### config.mk
export PLATFORM = sky130hd
export DESIGN_NAME = flag_gpio
export DESIGN_NICKNAME = d
export VERILOG_FILES = /design/src/rtl/flag_gpio_pkg.sv /design/src/rtl/flag_sync.sv /design/src/rtl/flag_regs.sv /design/src/rtl/flag_irq.sv /design/src/rtl/flag_gpio.sv
export SDC_FILE = /design/constraint.sdc
export NUM_CORES = 1
export LEC_CHECK = 0
export ABC_AREA = 0
export ABC_CLOCK_PERIOD_IN_PS = 1900
export CAP_MARGIN = 20
export CORE_MARGIN = 1.5
export CORE_UTILIZATION = 50
export DETAILED_ROUTE_END_ITERATION = 10
export HOLD_SLACK_MARGIN = 0.08
export PLACE_DENSITY_LB_ADDON = 0.08
export SKIP_LAST_GASP = 1
export SYNTH_ARGS = -nofsm -noshare
export SYNTH_HDL_FRONTEND = slang
export SYNTH_SLANG_ARGS = --single-unit
### constraint.sdc
create_clock -name clk -period 1.9 [get_ports clk]
set_input_delay 0.38 -clock clk [delete_from_list [all_inputs] [get_ports clk]]
set_output_delay 0.38 -clock clk [all_outputs]
set_load 0.01 [all_outputs]
### src/rtl/flag_gpio_pkg.sv
package flag_gpio_pkg;
    localparam int REG_AW = 4;

    typedef enum logic [REG_AW-1:0] {
        SEL_DIR      = 4'd0,
        SEL_DATA_SET = 4'd1,
        SEL_DATA_CLR = 4'd2,
        SEL_MASK_SET = 4'd3,
        SEL_MASK_CLR = 4'd4,
        SEL_POL      = 4'd5,
        SEL_SENSE    = 4'd6,
        SEL_BOTH     = 4'd7,
        SEL_PEND     = 4'd8
    } reg_sel_e;
endpackage

### src/rtl/flag_sync.sv
module flag_sync #(
    parameter int WIDTH = 16
) (
    input  logic             clk,
    input  logic             rst_n,
    input  logic [WIDTH-1:0] async_in,
    output logic [WIDTH-1:0] sync_out
);
    logic [WIDTH-1:0] stage1_q;
    logic [WIDTH-1:0] stage2_q;
    logic             up_q;

    always_ff @(posedge clk or negedge rst_n) begin
        if (!rst_n) begin
            stage1_q <= '0;
            stage2_q <= '0;
            up_q     <= 1'b0;
        end else begin
            stage1_q <= async_in;
            stage2_q <= stage1_q;
            up_q     <= 1'b1;
        end
    end

    assign sync_out = stage2_q;

    // each synchronizer stage takes one clock
    a_r6_first_stage: assert property (@(posedge clk) disable iff (!rst_n)
        up_q |-> (stage1_q == $past(async_in)));
    a_r6_second_stage: assert property (@(posedge clk) disable iff (!rst_n)
        up_q |-> (sync_out == $past(stage1_q)));
endmodule

### src/rtl/flag_regs.sv
module flag_regs
    import flag_gpio_pkg::*;
#(
    parameter int NPIN = 16
) (
    input  logic              clk,
    input  logic              rst_n,
    input  logic              we,
    input  logic [REG_AW-1:0] addr,
    input  logic [NPIN-1:0]   wdata,
    input  logic [NPIN-1:0]   sync_in,
    input  logic [NPIN-1:0]   pend,
    output logic [NPIN-1:0]   rdata,
    output logic [NPIN-1:0]   dir_q,
    output logic [NPIN-1:0]   out_q,
    output logic [NPIN-1:0]   mask_q,
    output logic [NPIN-1:0]   pol_q,
    output logic [NPIN-1:0]   sense_q,
    output logic [NPIN-1:0]   both_q,
    output logic [NPIN-1:0]   pend_clr
);
    logic [NPIN-1:0] data_view;

    always_ff @(posedge clk or negedge rst_n) begin
        if (!rst_n) begin
            dir_q   <= '0;
            out_q   <= '0;
            mask_q  <= '0;
            pol_q   <= '0;
            sense_q <= '0;
            both_q  <= '0;
        end else if (we) begin
            unique case (reg_sel_e'(addr))
                SEL_DIR:      dir_q   <= wdata;
                SEL_DATA_SET: out_q   <= out_q | wdata;
                SEL_DATA_CLR: out_q   <= out_q & ~wdata;
                SEL_MASK_SET: mask_q  <= mask_q | wdata;
                SEL_MASK_CLR: mask_q  <= mask_q & ~wdata;
                SEL_POL:      pol_q   <= wdata;
                SEL_SENSE:    sense_q <= wdata;
                SEL_BOTH:     both_q  <= wdata;
                default:      ;
            endcase
        end
    end

    assign pend_clr  = (we && addr == SEL_PEND) ? wdata : '0;
    assign data_view = (dir_q & out_q) | (~dir_q & sync_in);

    always_comb begin
        unique case (reg_sel_e'(addr))
            SEL_DIR:      rdata = dir_q;
            SEL_DATA_SET,
            SEL_DATA_CLR: rdata = data_view;
            SEL_MASK_SET,
            SEL_MASK_CLR: rdata = mask_q;
            SEL_POL:      rdata = pol_q;
            SEL_SENSE:    rdata = sense_q;
            SEL_BOTH:     rdata = both_q;
            SEL_PEND:     rdata = pend;
            default:      rdata = '0;
        endcase
    end

    a_r3_set_port: assert property (@(posedge clk) disable iff (!rst_n)
        (we && addr == SEL_DATA_SET) |=> (out_q == ($past(out_q) | $past(wdata))));
    a_r4_clr_port: assert property (@(posedge clk) disable iff (!rst_n)
        (we && addr == SEL_DATA_CLR) |=> ((out_q & $past(wdata)) == '0));
    a_r5_mask_clear: assert property (@(posedge clk) disable iff (!rst_n)
        (we && addr == SEL_MASK_CLR) |=> ((mask_q & $past(wdata)) == '0));
endmodule

### src/rtl/flag_irq.sv
module flag_irq #(
    parameter int NPIN = 16
) (
    input  logic            clk,
    input  logic            rst_n,
    input  logic [NPIN-1:0] src,
    input  logic [NPIN-1:0] pol,
    input  logic [NPIN-1:0] sense,
    input  logic [NPIN-1:0] both,
    input  logic [NPIN-1:0] mask,
    input  logic [NPIN-1:0] pend_clr,
    output logic [NPIN-1:0] pend_q,
    output logic            irq
);
    logic [NPIN-1:0] cond;
    logic [NPIN-1:0] prev_q;
    logic [NPIN-1:0] evt;
    logic [NPIN-1:0] active;

    assign cond = src ^ pol;
    assign evt  = (cond & ~prev_q) | (both & ~cond & prev_q);

    always_ff @(posedge clk or negedge rst_n) begin
        if (!rst_n) begin
            prev_q <= '0;
            pend_q <= '0;
        end else begin
            prev_q <= cond;
            pend_q <= (pend_q & ~pend_clr) | (evt & sense);
        end
    end

    assign active = (sense & pend_q) | (~sense & cond);
    assign irq    = |(active & mask);

    // a pending bit only appears after an edge event on an edge pin
    a_r8_pend_needs_event: assert property (@(posedge clk) disable iff (!rst_n)
        ((pend_q & ~$past(pend_q) & ~$past(evt & sense)) == '0));
    // without a clear write, no pending bit drops
    a_r10_pend_sticky: assert property (@(posedge clk) disable iff (!rst_n)
        (pend_clr == '0) |=> (($past(pend_q) & ~pend_q) == '0));
endmodule

### src/rtl/flag_gpio.sv
module flag_gpio
    import flag_gpio_pkg::*;
#(
    parameter int NPIN = 16
) (
    input  logic              clk,
    input  logic              rst_n,
    input  logic              bus_we,
    input  logic [REG_AW-1:0] bus_addr,
    input  logic [NPIN-1:0]   bus_wdata,
    output logic [NPIN-1:0]   bus_rdata,
    input  logic [NPIN-1:0]   pin_in,
    output logic [NPIN-1:0]   pin_out,
    output logic [NPIN-1:0]   pin_oe,
    output logic              irq
);
    logic [NPIN-1:0] sync_in;
    logic [NPIN-1:0] dir_q, out_q, mask_q, pol_q, sense_q, both_q;
    logic [NPIN-1:0] pend_q, pend_clr, src;

    flag_sync #(.WIDTH(NPIN)) u_sync (
        .clk      (clk),
        .rst_n    (rst_n),
        .async_in (pin_in),
        .sync_out (sync_in)
    );

    flag_regs #(.NPIN(NPIN)) u_regs (
        .clk      (clk),
        .rst_n    (rst_n),
        .we       (bus_we),
        .addr     (bus_addr),
        .wdata    (bus_wdata),
        .sync_in  (sync_in),
        .pend     (pend_q),
        .rdata    (bus_rdata),
        .dir_q    (dir_q),
        .out_q    (out_q),
        .mask_q   (mask_q),
        .pol_q    (pol_q),
        .sense_q  (sense_q),
        .both_q   (both_q),
        .pend_clr (pend_clr)
    );

    assign src = (dir_q & out_q) | (~dir_q & sync_in);

    flag_irq #(.NPIN(NPIN)) u_irq (
        .clk      (clk),
        .rst_n    (rst_n),
        .src      (src),
        .pol      (pol_q),
        .sense    (sense_q),
        .both     (both_q),
        .mask     (mask_q),
        .pend_clr (pend_clr),
        .pend_q   (pend_q),
        .irq      (irq)
    );

    assign pin_out = out_q;
    assign pin_oe  = dir_q;
endmodule

==> results.toml, run 1 <==
[status]
outcome = "complete, but fails checks"
failed_checks = "negative setup slack"

[setup_path]
cp-end-kind = "output pin"
r2r-end = "u_irq.pend_q[15]"
rrSetupSlack_ns = 0.25
reg2reg_depth = 5
required_ns = 1.52
criticalPathCategory = "reg -> out"
startpoint_type = "flop"
r2r_start = "u_regs.dir_q[15]"
cpLargestDelayFamily = "simple AND/OR/NAND/NOR gates"
path_max_fanout = 3
worstSetupPathDepth = 6
cp_cell_sequence = "mux2i_4, xnor2_2, nand3b_1, nand4_1, or4_4, buf_2"
slowest_delay_ns = 0.56
cp_slowest_cell = "or4_4"
cp_num_buf_inv = 1
crit_arrival_ns = 2.30

[hold_path]
whs_endpoint = "u_sync.sync_out[9]"
holdCritStartpoint = "u_sync.stage1_q[9]"
hold_class = "reg -> reg"
whs_path_depth = 0

[sta]
finalCritPeriodShare = 1.41
fin_skew_ns = 0.00737
timing.slew.headroom = 0.637
holdWs_ns = 0.343
fmax_ghz = 0.373
maxSlewViolCount = 0
rsz0062_at_grt = "true"
tightest_slew_ns = 0.545
finalWorstSetupSlack_ns = -0.779
fin_setup_tns_ns = -5.12
hold_violations = 0
setup_viol = 18
period_minus_slack_ns = 2.68

[power_and_ir_drop]
p_comb_frac = 0.324
p_sw_frac = 0.292
powerDensity_nw_per_um2 = 1190
power.leakage_uw = 0.00470
p_sw_uw = 3640
ir_drop_uv = 854
seq_power_share = 0.380
p_int_uw = 8840
clock_power_share = 0.297

[synth]
synth_area_sq_um = 7110
synth_xor_area_frac = 0.0209
ys_types = 41
synth_top_family_by_area = "multiplexers"
syn_avg_cell_area_sq_um = 12.0
synth_cells = 593
synth_seq_cells = 160
synth_compound_area_frac = 0.145
synth_warnings = 0
yosysSeqAreaShare = 0.563
yosys-mux-area-fraction = 0.146
synthSimpleGateAreaFrac = 0.0853
synthAdderAreaFrac = 0
syn_nets = 632

[finish]
regArea_sq_um = 4000
nets = 875
final_area_sq_um = 10500
final_common_cell = "dfrtp_1"
synthToLayoutAreaGrowth_pct = 47.2
drive_above_1_share = 0.412
antenna_cells = 0
layout_common_cells = "160 x dfrtp_1, 144 x buf_4, 64 x mux2_2, 62 x clkdlybuf4s50_1, 51 x a21oi_1"
nFillCells = 903
multi_input_area_sq_um = 3040
fin_util = 0.754

[grt]
grt_pass1_wl_mm = 33.9
antenna_found_initial = 0
first_global_vias = 6190
grt_usage = 0.307
grt_max_degree = 52
overflow = 0

[route]
via_per_inst = 5.84
routed_wl_mm = 22.3
drc_errors = 0
detail_route.wl_per_cell_um = 21.7
ant_nets = 0
drtIter0Drc = 405
drtPass1Iterations = 5
vias = 6013

[placement]
placed_area_sq_um = 9290
hpwl_mm = 13.3
gp_congestion = 0.866
dp_slack_ns = -1.01
io_buffer_count = 87

[cts]
clock_latency_ns = 0.43
cts_root_buffer = "clkbuf_16"
htree_num_levels = 4
tritoncts = "yes"
cts_num_sinks = 160
cts-buffers-inserted = 17
cts_buffer_depth = 2
clkSlewWorstSetupHoldPaths_ns = 0.07

[die]
die_w_um = 122
fp-row-count = 43
die_area_sq_um = 14900
die_y_um = 122
io-pin-count = 88
start_util = 0.512
core_sq_um = 13900

[run]
cap_violations = 0
layer usage:
metal	up-vias	global-route usage	wire length, um
met2	247	0.514	11200
met3	64	0.0613	1430
met4	0	0.126	767
li1	2672	-	-
met5	-	0	0
met1	3030	0.391	8980
power groups by stage:
stage	clock, uW	combinational, uW	sequential [uW]
after floorplan	0	1520	4830
after global placement	0	3660	4670
after detailed placement	0	3750	4700
after CTS	3740	3880	4690
after global routing	3880	4330	4810
final	3710	4040	4740
kinds of logic after synthesis:
| group | Yosys count |
|---|---|
| DFF | 160 |
| xor gates and xnor gates | 17 |
| AOI/OAI and AO/OA | 152 |
| muxes | 96 |
| buffers and inverters | 51 |
| and+or+nand+nor | 117 |
worst max path at each step:
stage	to	startpoint	slack, ns
finish	irq	u_regs.dir_q[7]	-0.78
CTS	irq	u_regs.dir_q[11]	-0.71
floorplan	irq	u_regs.dir_q[3]	-0.002
detailed placement	bus_rdata[10]	bus_addr[3]	-1.01
global placement	bus_rdata[10]	bus_addr[3]	-0.99
global route	irq	u_regs.dir_q[7]	-0.83
worst register-to-register path: stages, from the launching register on:
cell and delay (ns):
dfrtp_1 0.37, mux2i_2 0.31, xnor2_1 0.23, buf_4 0.18, mux2i_1 0.28, a22o_1 0.22
cells in the mapped netlist:
library cell  count  share of area
a21oi_2           4         0.0049
buf_2            16          0.011
nand3b_1          7         0.0074
and2_1            1        0.00088
nor2b_1           4         0.0035
o22ai_1           1        0.00088
nand3_1          28          0.020
nand2_1          38          0.020
inv_1             7         0.0037
buf_6             2         0.0032
a22oi_1          15          0.016
mux2i_1          32          0.045
a21oi_4           1         0.0023
nand4_1           6         0.0053
or3_1             1        0.00088
clkbuf_1         12         0.0063
clkbuf_2          1        0.00070
a31oi_2           4         0.0070
or4_1             1         0.0011
a21oi_1          59          0.042
nor2_2            2         0.0018
and3_1            2         0.0018
nor4b_4           1         0.0033
a31oi_1          28          0.025
a221oi_1          1         0.0012
nor4_4            1         0.0030
dfrtp_1         160           0.56
a311oi_1          1         0.0012
mux2_2           64           0.10
and2_0            1        0.00088
and3b_1           1         0.0012
nor4b_1           1         0.0012
buf_4            13          0.014
a22o_1           32          0.039
or3b_1            1         0.0012
nor2_1           19          0.010
xnor2_1          17          0.021
nor3b_1           1         0.0011
o21ai_0           2         0.0014
and2b_1           1         0.0011
a32oi_1           4         0.0049
cell type report:
cell class / instances / share of cell area
Clock buffer: 21 / 0.0430
Clock inverter: 11 / 0.0178
Inverter: 7 / 0.00251
Multi-Input combinational cell: 382 / 0.290
Sequential cell: 160 / 0.383
Tap cell: 180 / 0.0215
Timing Repair Buffer: 268 / 0.242
stage by stage:
stage / instances / power, uW
final: 1029 / 12500
after global routing: 1029 / 13000
after CTS: 1024 / 12300
after detailed placement: 965 / 8460
after global placement: 965 / 8330
after floorplan: 593 / 6350
what timing repair did:
action                                  in CTS  in global routing
pin swaps                                   27                 18
cloned                                       2                  1
setup buffers                               24                  7
hold buffers                                 1                  0
gates resized for setup                    126                 37
hold endpoints to repair                    47                  0
endpoints found under the setup margin     102                 20
Power figures use the tool's default switching activity.
==> inputs of run 2 (changes only) <==
--- a/config.mk
+++ b/config.mk
@@ -7,7 +7,6 @@
 export LEC_CHECK = 0
 export ABC_AREA = 0
 export ABC_CLOCK_PERIOD_IN_PS = 1900
-export CAP_MARGIN = 20
 export CORE_MARGIN = 1.5
 export CORE_UTILIZATION = 50
 export DETAILED_ROUTE_END_ITERATION = 10
==> results of run 2 <==
Final layout, timing and power as in run 1 (identical DEF).
==> inputs of run 3 (changes only) <==
--- a/config.mk
+++ b/config.mk
@@ -7,11 +7,11 @@
 export LEC_CHECK = 0
 export ABC_AREA = 0
 export ABC_CLOCK_PERIOD_IN_PS = 1900
-export CORE_MARGIN = 1.5
 export CORE_UTILIZATION = 50
 export DETAILED_ROUTE_END_ITERATION = 10
 export HOLD_SLACK_MARGIN = 0.08
 export PLACE_DENSITY_LB_ADDON = 0.08
+export REMOVE_ABC_BUFFERS = 1
 export SKIP_LAST_GASP = 1
 export SYNTH_ARGS = -nofsm -noshare
 export SYNTH_HDL_FRONTEND = slang
==> results.toml, run 3 (synthesis gave the netlist of run 1 again) <==
[finish]
antenna_cells = 0
fin_util = 0.750
instances_no_fill = 1042
layout_common_cells = "160 x dfrtp_1, 159 x buf_4, 64 x mux2_2, 64 x clkdlybuf4s50_1, 50 x a21oi_1"
synthToLayoutAreaGrowth_pct = 46.4
final_common_cell = "dfrtp_1"
nets = 889
drive_above_1_share = 0.418

[sta]
setup_viol = 18
finalWorstSetupSlack_ns = -0.803
rsz0062_at_grt = "true"
period_minus_slack_ns = 2.70
fin_skew_ns = 0.00627
maxSlewViolCount = 0
fmax_ghz = 0.370
timing.slew.headroom = 0.677
tightest_slew_ns = 0.484
holdWs_ns = 0.346
finalCritPeriodShare = 1.42
hold_violations = 0

[route]
drtIter0Drc = 332
ant_nets = 0
detail_route.wl_per_cell_um = 20.3
drtPass1Iterations = 5
routed_wl_mm = 21.2
vias = 5968
via_per_inst = 5.73
drc_errors = 0

[setup_path]
path_max_fanout = 2
cp-end-kind = "output pin"
slowest_delay_ns = 0.49
cpLargestDelayFamily = "simple AND/OR/NAND/NOR gates"
cp_num_buf_inv = 1
startpoint_type = "flop"
cp_slowest_cell = "or4_4"
crit_arrival_ns = 2.32
required_ns = 1.52
criticalPathCategory = "reg -> out"
rrSetupSlack_ns = 0.42
cp_cell_sequence = "mux2i_2, xnor2_2, a32oi_2, nand4_1, or4_4, buf_6"

[placement]
gp_congestion = 0.854
dp_slack_ns = -1.01
io_buffer_count = 87
placedCellCount = 980
hpwl_mm = 13.5

[grt]
first_global_vias = 6081
antenna_found_initial = 0
grt_max_degree = 47
grt_usage = 0.304
overflow = 0
grt_pass1_wl_mm = 32.7

[hold_path]
hold_class = "reg -> reg"

[cts]
cts_num_sinks = 160
cts_root_buffer = "clkbuf_16"
tritoncts = "yes"
clkSlewWorstSetupHoldPaths_ns = 0.06
cts_buffer_depth = 2
clock_latency_ns = 0.42
cts-buffers-inserted = 17
htree_num_levels = 4

[die]
die_area_sq_um = 14700
die_w_um = 121
die_y_um = 121
start_util = 0.512
io-pin-count = 88
core_sq_um = 13900
fp-row-count = 43

[power_and_ir_drop]
finalPower_uw = 12300
power.leakage_uw = 0.00469
ir_drop_uv = 639
powerDensity_nw_per_um2 = 1180

[status]
failed_checks = "negative setup slack"
outcome = "complete, but fails checks"

[run]
cap_violations = 0
-- run 3: cell types whose count changed in the layout (fill, tap and decap cells not counted), sizes merged --
cell           previous run  this run
bufinv                    5         4
buf                     200       215
clkdlybuf4s50            62        64
clkinvlp                  1         0
dlymetal6s2s              3         1
clkinv                    5         2
clkbuf                   23        26
-- run 3: final timing paths --
| kind | startpoint | depth (start not counted) | end |
|---|---|---|---|
| max in group asynchronous | rst_n | 3 | u_sync.stage1_q[13] |
| hold / removal | u_sync.stage1_q[2] | 0 | u_sync.sync_out[2] |
| setup / recovery | u_regs.dir_q[11] | 6 | irq |
| min in group asynchronous | rst_n | 2 | u_irq.prev_q[12] |
| setup reg to reg | u_regs.dir_q[4] | 5 | u_irq.pend_q[4] |
| hold reg to reg | u_sync.stage1_q[2] | 0 | u_sync.sync_out[2] |
-- run 3: per-stage QoR --
step / setup TNS (ns) / area [sq um]
2_1_floorplan: -10.28 / 6860
3_3_place_gp: -62.90 / 9310
3_5_place_dp: -66.20 / 9310
4_1_cts: -4.99 / 10300
5_1_grt: -5.59 / 10400
6_report: -4.80 / 10400
-- run 3: area by class of cell --
cell class / instances / area (sq um)
Sequential cell: 160 / 4000
Fill cell: 915 / 3470
Multi-Input combinational cell: 382 / 3020
Timing Repair Buffer: 282 / 2520
Clock buffer: 25 / 475
Tap cell: 180 / 225
Clock inverter: 6 / 130
Inverter: 7 / 26.3
-- run 3: where the power goes --
part	internal, uW	leakage (uW)	switching (uW)	total (uW)
Clock	2260	0.000295	1300	3560
Combinational	2320	0.00256	1670	3990
Sequential	4200	0.00183	539	4740
Total	8770	0.00469	3520	12300
-- run 3: metal layers --
layer / vias up / GRT usage / wire [um]
li1: 2686 / - / -
met1: 2991 / 0.397 / 9120
met2: 236 / 0.483 / 9970
met3: 55 / 0.0695 / 1290
met4: 0 / 0.141 / 768
met5: - / 0 / 0
-- run 3: what timing repair did --
item,in CTS,in global routing
endpoints found under the setup margin,79,18
gates cloned,3,0
gates resized for setup,131,36
hold buffers,1,0
setup buffers,23,9
endpoints found under the hold margin,43,0
pin swaps,24,23
